`config.mk`:
```
export PLATFORM = sky130hd
export DESIGN_NAME = nextpc_unit
export DESIGN_NICKNAME = d
export VERILOG_FILES = /design/src/rtl/nextpc_unit.sv
export SDC_FILE = /design/constraint.sdc
export NUM_CORES = 1
export LEC_CHECK = 0
export BUFFER_PORTS_ARGS = -buffer_cell sky130_fd_sc_hd__buf_2
export CAP_MARGIN = 5
export CELL_PAD_IN_SITES_DETAIL_PLACEMENT = 1
export CELL_PAD_IN_SITES_GLOBAL_PLACEMENT = 2
export CORE_MARGIN = 5
export CORE_UTILIZATION = 23
export DETAILED_ROUTE_END_ITERATION = 10
export PLACE_DENSITY_LB_ADDON = 0.15
export REMOVE_ABC_BUFFERS = 1
export SLEW_MARGIN = 20
export SYNTH_ARGS = -nofsm -noshare
export SYNTH_HDL_FRONTEND = slang
export SYNTH_SLANG_ARGS = --single-unit
```
`constraint.sdc`:
```
create_clock -name vclk -period 6.5
set_input_delay 0.325 -clock vclk [all_inputs]
set_output_delay 0.325 -clock vclk [all_outputs]
set_load 0.005 [all_outputs]
```
`src/rtl/nextpc_unit.sv`:
```
module nextpc_unit #(
  parameter int XLEN   = 32,
  parameter int OFS_W  = 16,
  parameter int FLD_W  = 26,
  parameter int RIDX_W = 5,
  parameter int RA_NUM = 31
) (
  input  logic [XLEN-1:0]   pc_cur,
  input  logic [OFS_W-1:0]  br_ofs,
  input  logic [FLD_W-1:0]  jmp_field,
  input  logic [XLEN-1:0]   reg_tgt,
  input  logic [XLEN-1:0]   cmp_a,
  input  logic [XLEN-1:0]   cmp_b,
  input  logic [2:0]        flow_sel,
  output logic [XLEN-1:0]   pc_next,
  output logic              link_we,
  output logic [RIDX_W-1:0] link_idx,
  output logic [XLEN-1:0]   link_val
);
  localparam int HI_W = XLEN - FLD_W - 2;
  localparam logic [2:0] F_SEQ = 3'd0, F_BEQ = 3'd1, F_BNE = 3'd2,
                         F_JMP = 3'd3, F_JAL = 3'd4, F_JR  = 3'd5;

  logic [XLEN-1:0] pc_seq, br_disp, br_tgt, jmp_tgt;
  logic            same, take;

  assign pc_seq  = pc_cur + XLEN'(4);
  assign br_disp = {{(XLEN-OFS_W-2){br_ofs[OFS_W-1]}}, br_ofs, 2'b00};
  assign br_tgt  = pc_seq + br_disp;
  assign jmp_tgt = {pc_seq[XLEN-1 -: HI_W], jmp_field, 2'b00};
  assign same    = (cmp_a == cmp_b);
  assign take    = (flow_sel == F_BEQ && same) || (flow_sel == F_BNE && !same);

  always_comb begin
    unique case (flow_sel)
      F_BEQ, F_BNE: pc_next = take ? br_tgt : pc_seq;
      F_JMP, F_JAL: pc_next = jmp_tgt;
      F_JR:         pc_next = reg_tgt;
      default:      pc_next = pc_seq;
    endcase
  end

  assign link_we  = (flow_sel == F_JAL);
  assign link_idx = RIDX_W'(RA_NUM);
  assign link_val = pc_seq;
endmodule

```
After elaboration in Yosys (flattened, before gate mapping). Index checks and enable logic that the tools add are counted.

Register bits: 0. Latch bits: 0. RAM bits: 0. Memory bits (read-only): 0. Bits of input ports: 173. Output and inout port bits: 70. Memories kept: 0.

Add/sub/neg operators: 2. Multiply operators: 0. Div/mod/pow operators: 0. Magnitude comparators: 0. Eq/ne operators: 6. Shift-type cells: 0. Muxes and demuxes: 2. Bitwise operators: 0. Reduce and logical (&&, ||, !) cells: 6.

Operator list (count): $pmux 32 s3 (1); $add 32x3->32 const B (1); $add 32x32->32 (1); $eq 32x32->1 (1); $mux 32 (1); $eq 3x2->1 const B (2); $eq 3x3->1 const B (2); $reduce_or 2->1 (2); $eq 3x1->1 const B (1); $logic_and 1x1->1 (2); $logic_not 1->1 (1); $logic_or 1x1->1 (1).

Longest topological paths before layout. Gate-level depths: netlist (run 1).

Depth after elaboration: 6. Mapped depth: 17.

Worst setup path before layout (run 1). Ideal clock, no wire load.

Kind: input-to-output. Start: input pc_cur[5]. End: output pc_next[31]. Arrival time: 3.264 ns. Required time: 6.175 ns. Path slack: 2.911 ns. Stages on the path: 16. Path buffers: 1. Path through: and4_1 > and3_1 > clkbuf_1 > and2_1 > nand2_1 > xnor2_1 > ha_1 > a22oi_2 > a32oi_2 > nand3_2 > o21ai_2 > o211ai_2 > o31ai_2 > xnor2_1 > o41a_1 > nand3_1.

Word-level cells in the longest chain between the ends: 4.

Ends and longest elaborated chain: start, declared (line 8) `input logic [XLEN-1:0] pc_cur,`; $add 32x3->32 (line 27) `assign pc_seq = pc_cur + XLEN'(4);`; net link_val[13] (line 18) `output logic [XLEN-1:0] link_val`; $add 32x32->32 (line 29) `assign br_tgt = pc_seq + br_disp;`; $mux 32 (line 36) `F_BEQ, F_BNE: pc_next = take ? br_tgt : pc_seq;`; $pmux 32 s3 (line 35) `unique case (flow_sel)`; end, declared (line 15) `output logic [XLEN-1:0] pc_next,`.

The timed path passes the listed nets, and every way through them passes these cells.

Worst setup path in the final report (run 1).
Start: input pc_cur[4]. End: output pc_next[22].

Word-level cells in the longest chain between the ends: 4.

Ends and longest elaborated chain (line): $add 32x3->32 * (27); $add 32x32->32 (29); $mux 32 (36); $pmux 32 s3 * (35).

Every way passes the cells marked *; elsewhere a longest branch is shown, timed or not.

==> run metrics, run 1 <==
post-route minimum period 4.60 ns; Pwr Density 84.8 nW/um^2; TritonRoute pass-1 iters 4; Max-slew headroom 0.308; gr busiest metal met2; critical path startpoint pc_cur[4]; Seq/Total Area, Yosys 0; RD Place Congestion 0.905; top cell type's share of synthesized area 0.115; Cell variety after synth 63; crit path max fanout 6; FF+latch area 0 um^2; core area between 15000 and 20000 um^2; post-placement setup slack slightly below 2 ns; via count approximately 5000; die area 18900 um^2; Finished Layout Cells 979; post-route setup slack roughly 1.9 ns; Cells after DPL 977; largest net degree at the start of global routing 44; Leakage Power between 2 and 2.5 nW; Die X around 140 um; Layout Area Growth over Synthesis 35.9%; Fin. Hold Viols 0; Die Y 137 um; Total Nets Final 971; met2 Resource Use GR 0.360; Yosys warnings 0; CP Class primary input to output port; Max VDD drop 25.6 uV; Commonest cells post-synth 49 x a21oi_1, 49 x xor2_1, 43 x nand2_1, 36 x o21ai_0, 35 x xnor2_1; status complete, no violations; Slew @ Worst Pin between 1 and 1.5 ns; Final ANT Viol Nets 0; # setup viols final 0; initial antenna violation count 2; Overflow after GRT 0; # rows 46; first-pass GRT wire length approximately 29 mm; post-route setup TNS 0 ns; GRT Util Overall 0.189; fmax 217 MHz; WHS Endpoint link_val[0]; DR vias/cell 5.13; cell count after synthesis 549; top cells by area, synth xor2_1 11%, ha_1 11%, xnor2_1 8.2%; clk_buf instances 0; Initial DRC Count 231; Worst Path Arrival 4.28 ns; share of cells above drive strength 1 0.339; PostCTS Resize Cnt 0; WL/cell 19.1 um; number of post-CTS setup repair buffers 0; Post-Syn Area 3730 um^2; GRT met1 Usage 0.228; Worst setup EP type output port; Slew Limit Fails 0; CP Launch Type primary input; hold buffer count at cts 0; flip-flop and latch count 0; Max-cap violations 0; Hold Crit Depth 2; Data required, critical path 6.17 ns; worst hold start pc_cur[0]; IO Count 243; vias in the first global route 5380; period utilisation layout 0.708; detailed-route DRC error count 0; WHS 0.835 ns; Avg Cell Area, Syn 6.80 um^2; RSZ-0062 raised after global routing no; Tightest Hold Check Type primary input to output port; DP Wirelength 16.3 mm; Port Buffer Count 238; DRT Wirelength 18.7 mm; initial core utilization 0.235; Layout Utilization 0.320; Synth area leader xor2_1; GR Util met3 0.0303
-- cells in the final DEF (no fill, tap or decap), types with 6 or more instances in the layout --
cell type / count
a21o_1: 27
a21oi_1: 49
a221o_1: 17
a222oi_1: 6
and2_1: 7
and3_1: 8
buf_2: 238
ha_1: 34
inv_1: 22
nand2_1: 43
nand2b_1: 9
nand3_1: 30
nand4_1: 11
nor2_1: 25
nor3_1: 8
nor4_1: 10
o21a_1: 7
o21ai_0: 36
xnor2_1: 35
xor2_1: 49
-- worst max-delay path, stage by stage --
cell and delay, ns:
buf_2 0.13, and4_1 0.27, and3_1 0.33, nand4_1 0.15, xnor2_1 0.39, ha_1 0.36, nand2_1 0.10, nor2_1 0.06
o41ai_1 0.53, nand2_1 0.18, a31o_2 0.33, a21oi_1 0.18, o21ai_0 0.14, xnor2_1 0.16, a221oi_1 0.44, buf_2 0.20
-- logic make-up (layout without fill, tap and decap cells) --
logic type      Yosys count  after routing  share of synthesized area
compound gates          203            203                      0.379
xor+xnor                 84             84                      0.197
fa+ha+maj                35             35                      0.119
buf+inv                  56            264                     0.0693
mux                       1              1                    0.00268
other cells               1              7                    0.00100
simple gates            169            169                      0.232
-- routing by layer --
metal  wire length [um]  part of all wire  up-vias
met3               1130             0.060       12
met2               9700              0.52      161
li1                   -                 -     2487
met4                225             0.012        0
met1               7600              0.41     2358
met5                  0                 0        -
-- where the power goes --
part | switching [W] | internal, W | total [W]
sequential | 0 | 0 | 0
clock | 0 | 0.0000000000411 | 0.0000000000411
combinational | 0.000238 | 0.000193 | 0.000430
total | 0.000238 | 0.000193 | 0.000430
-- how the worst max path moves through the flow --
stage / end / slack, ns / cells past startpoint
3_5_place_dp: pc_next[22] / 1.93 / 16
5_1_grt: pc_next[22] / 1.59 / 16
4_1_cts: pc_next[22] / 1.89 / 16
6_report: pc_next[22] / 1.90 / 16
3_3_place_gp: pc_next[22] / 1.97 / 16
2_1_floorplan: pc_next[31] / 3.00 / 15
-- stage by stage --
stage          total power [W]  instance area, um^2
6_report              0.000430                 5080
5_1_grt               0.000481                 5080
4_1_cts               0.000435                 5070
3_5_place_dp          0.000433                 5070
3_3_place_gp          0.000430                 5070
2_1_floorplan         0.000246                 3570
-- final cells by class --
type                            instances  area, um^2
Antenna cell                            2        5.00
Multi-Input combinational cell        497        3500
Timing Repair Buffer                  242        1220
Tap cell                              216         270
Fill cell                            2126       10800
Inverter                               22        82.6
No activity file was read; power rests on OpenSTA's default activity.
==> run 2: changes to the inputs <==
--- a/config.mk
+++ b/config.mk
@@ -5,12 +5,13 @@
 export SDC_FILE = /design/constraint.sdc
 export NUM_CORES = 1
 export LEC_CHECK = 0
+export ABC_AREA = 1
 export BUFFER_PORTS_ARGS = -buffer_cell sky130_fd_sc_hd__buf_2
 export CAP_MARGIN = 5
 export CELL_PAD_IN_SITES_DETAIL_PLACEMENT = 1
 export CELL_PAD_IN_SITES_GLOBAL_PLACEMENT = 2
 export CORE_MARGIN = 5
-export CORE_UTILIZATION = 23
+export CORE_UTILIZATION = 21
 export DETAILED_ROUTE_END_ITERATION = 10
 export PLACE_DENSITY_LB_ADDON = 0.15
 export REMOVE_ABC_BUFFERS = 1
==> constraint.sdc (replaced) <==
create_clock -name vclk -period 4.6
set_input_delay 0.23 -clock vclk [all_inputs]
set_output_delay 0.23 -clock vclk [all_outputs]
set_load 0.005 [all_outputs]
==> run metrics, run 2 <==
Fin. Hold Viols 0; WHS Endpoint link_val[0]; Overflow after GRT 0; initial core utilization 0.212; DR vias/cell 4.47; period utilisation layout 0.838; top cells by area, synth nand2_1 25%, inv_1 10%, ha_1 9.3%; first-pass GRT wire length 35.5 mm; WHS 0.650 ns; die area 24900 um^2; top cell type's share of synthesized area 0.255; most common cell after layout, fill and taps aside nand2_1; FF+latch area 0 um^2; hold buffer count at cts 0; DRT Wirelength ~23 mm; via count ~6200; Worst setup EP type output port; # setup viols final 0; CP Launch Type primary input; number of post-CTS setup repair buffers 0; post-placement setup slack 0.730 ns; Port Buffer Count 238; met2 Resource Use GR 0.338; worst hold start pc_cur[0]; IO Count 243; post-route setup TNS 0 ns; Layout Utilization 0.279; post-route setup slack 0.747 ns; switching fraction of total power 0.609; Worst path most repeated cell nand2_1; Cell Int Power 0.000264 W; Tightest Hold Check Type primary input to output port; Commonest cells post-synth 311 x nand2_1, 124 x inv_1, 82 x nor2_1, 76 x nand3_1, 34 x ha_1; Flop pwr share 0; Max VDD drop 25.4 uV; most frequent cells in the layout 311 x nand2_1, 238 x buf_2, 124 x inv_1; Multi-input gate area 3970 um^2; Clock power frac 0; clk_buf instances 0; status complete, no violations; Slew @ Worst Pin 0.597 ns; fmax 260 MHz; switching power 0.000411 W; post-route minimum period ~3.9 ns; core area 21600 um^2; GRT met1 Usage 0.223; Post-Syn Area 4580 um^2; Avg Cell Area, Syn 5.23 um^2; Total Nets Final between 1000 and 1500; Layout Area Growth over Synthesis 31.6%; largest stage delay on the critical path 0.49 ns; detailed-route DRC error count 0; Die X 158 um; Hold Crit Depth 2; TritonRoute pass-1 iters 4; Final ANT Viol Nets 0; vias in the first global route 6437; flip-flop and latch count 0; combinational power share 1.000; GR Util met3 0.0339; gr busiest metal met2; crit path max fanout 6; PostCTS Resize Cnt 0; Synth area leader nand2_1; Filler cells about 3000; WL/cell between 15 and 20 um; DP Wirelength ~21 mm; Yosys warnings 0; GRT Util Overall 0.180; RSZ-0062 raised after global routing no; Pwr Density 112 nW/um^2; most frequent cell after synthesis nand2_1; initial antenna violation count 2; Die Y 158 um; Seq/Total Area, Yosys 0; Initial DRC Count 208; Slowest cell on crit path xor2_1; RD Place Congestion around 0.85; Max-slew headroom 0.599; CP Class primary input to output port; Cell variety after synth 46; Slew Limit Fails 0; Worst Path Arrival 3.62 ns; cell count after synthesis 875; Leakage Power 3.42 nW; CP cell instances buf_2 > ha_1 > nand2_1 > nor2_1 > nand2_1 > nor2_1 > xor2_1 > ha_1 > nand2_1 > inv_1 > a21boi_0 > nand2_1 > nand2_1 > nand3_1 > nand2_1 > nand2_1 > nand2_1 > nand3_1 > nand3b_1 > buf_2; Data required, critical path 4.37 ns; largest net degree at the start of global routing 33; share of cells above drive strength 1 0.264; # rows 54; Max-cap violations 0
run 2: cell count changes in the layout (fill, tap and decap cells not counted), sizes merged, moves of 24 or more:
| cell | previous run | this run |
|---|---|---|
| a21o | 27 | 3 |
| inv | 22 | 130 |
| o21ai | 41 | 17 |
| nor2 | 26 | 88 |
| nand2 | 43 | 332 |
| nand3 | 31 | 84 |
run 2: worst max-delay path by stage:
stage / start / to / slack [ns]
after floorplan: pc_cur[2] / pc_next[28] / 1.92
after global placement: pc_cur[2] / pc_next[22] / 0.61
after detailed placement: pc_cur[2] / pc_next[28] / 0.73
after CTS: pc_cur[2] / pc_next[28] / 0.73
after global routing: pc_cur[2] / pc_next[28] / 0.33
final: pc_cur[2] / pc_next[28] / 0.75
run 2: layout make-up:
cell class / instances / share of cell area
timing repair buffer: 241 / 0.201
multi-input combinational: 730 / 0.658
antenna: 1 / 0.000415
tap: 280 / 0.0582
inverter: 130 / 0.0818
run 2: power groups by stage:
| stage | registers, W | logic (W) | clock network, W |
|---|---|---|---|
| after floorplan | 0 | 0.000391 | 0 |
| after global placement | 0 | 0.000686 | 0 |
| after detailed placement | 0 | 0.000687 | 0 |
| after CTS | 0 | 0.000690 | 0 |
| after global routing | 0 | 0.000764 | 0 |
| final | 0 | 0.000675 | 0.0000000000291 |
run 2: worst max-delay path: cells and delay by family:
kind	cells	cell delay [ns]
buf+inv	3	0.34
compound gates	1	0.29
xor+xnor	1	0.49
fa+ha+maj	2	0.64
simple gates	13	1.61
run 2: cell families after synthesis:
kind of cell | after synthesis | share of synthesized area
buffers and inverters | 149 | 0.137
and+or+nand+nor | 546 | 0.534
other | 1 | 0.000819
adders and majority gates | 35 | 0.0973
AOI/OAI and AO/OA | 86 | 0.120
xor gates and xnor gates | 58 | 0.111
run 2: per-stage QoR:
step	cell area, um^2	cells	total power [W]
after floorplan	4460	860	0.000391
after global placement	6020	1381	0.000686
after detailed placement	6020	1381	0.000687
after CTS	6020	1381	0.000690
after global routing	6020	1381	0.000764
final	6020	1382	0.000675
run 2: layer usage:
metal  wire [um]  share of wire
met1       10200           0.43
met2       11700           0.50
met3        1410          0.060
met4         189         0.0080
met5          21        0.00089
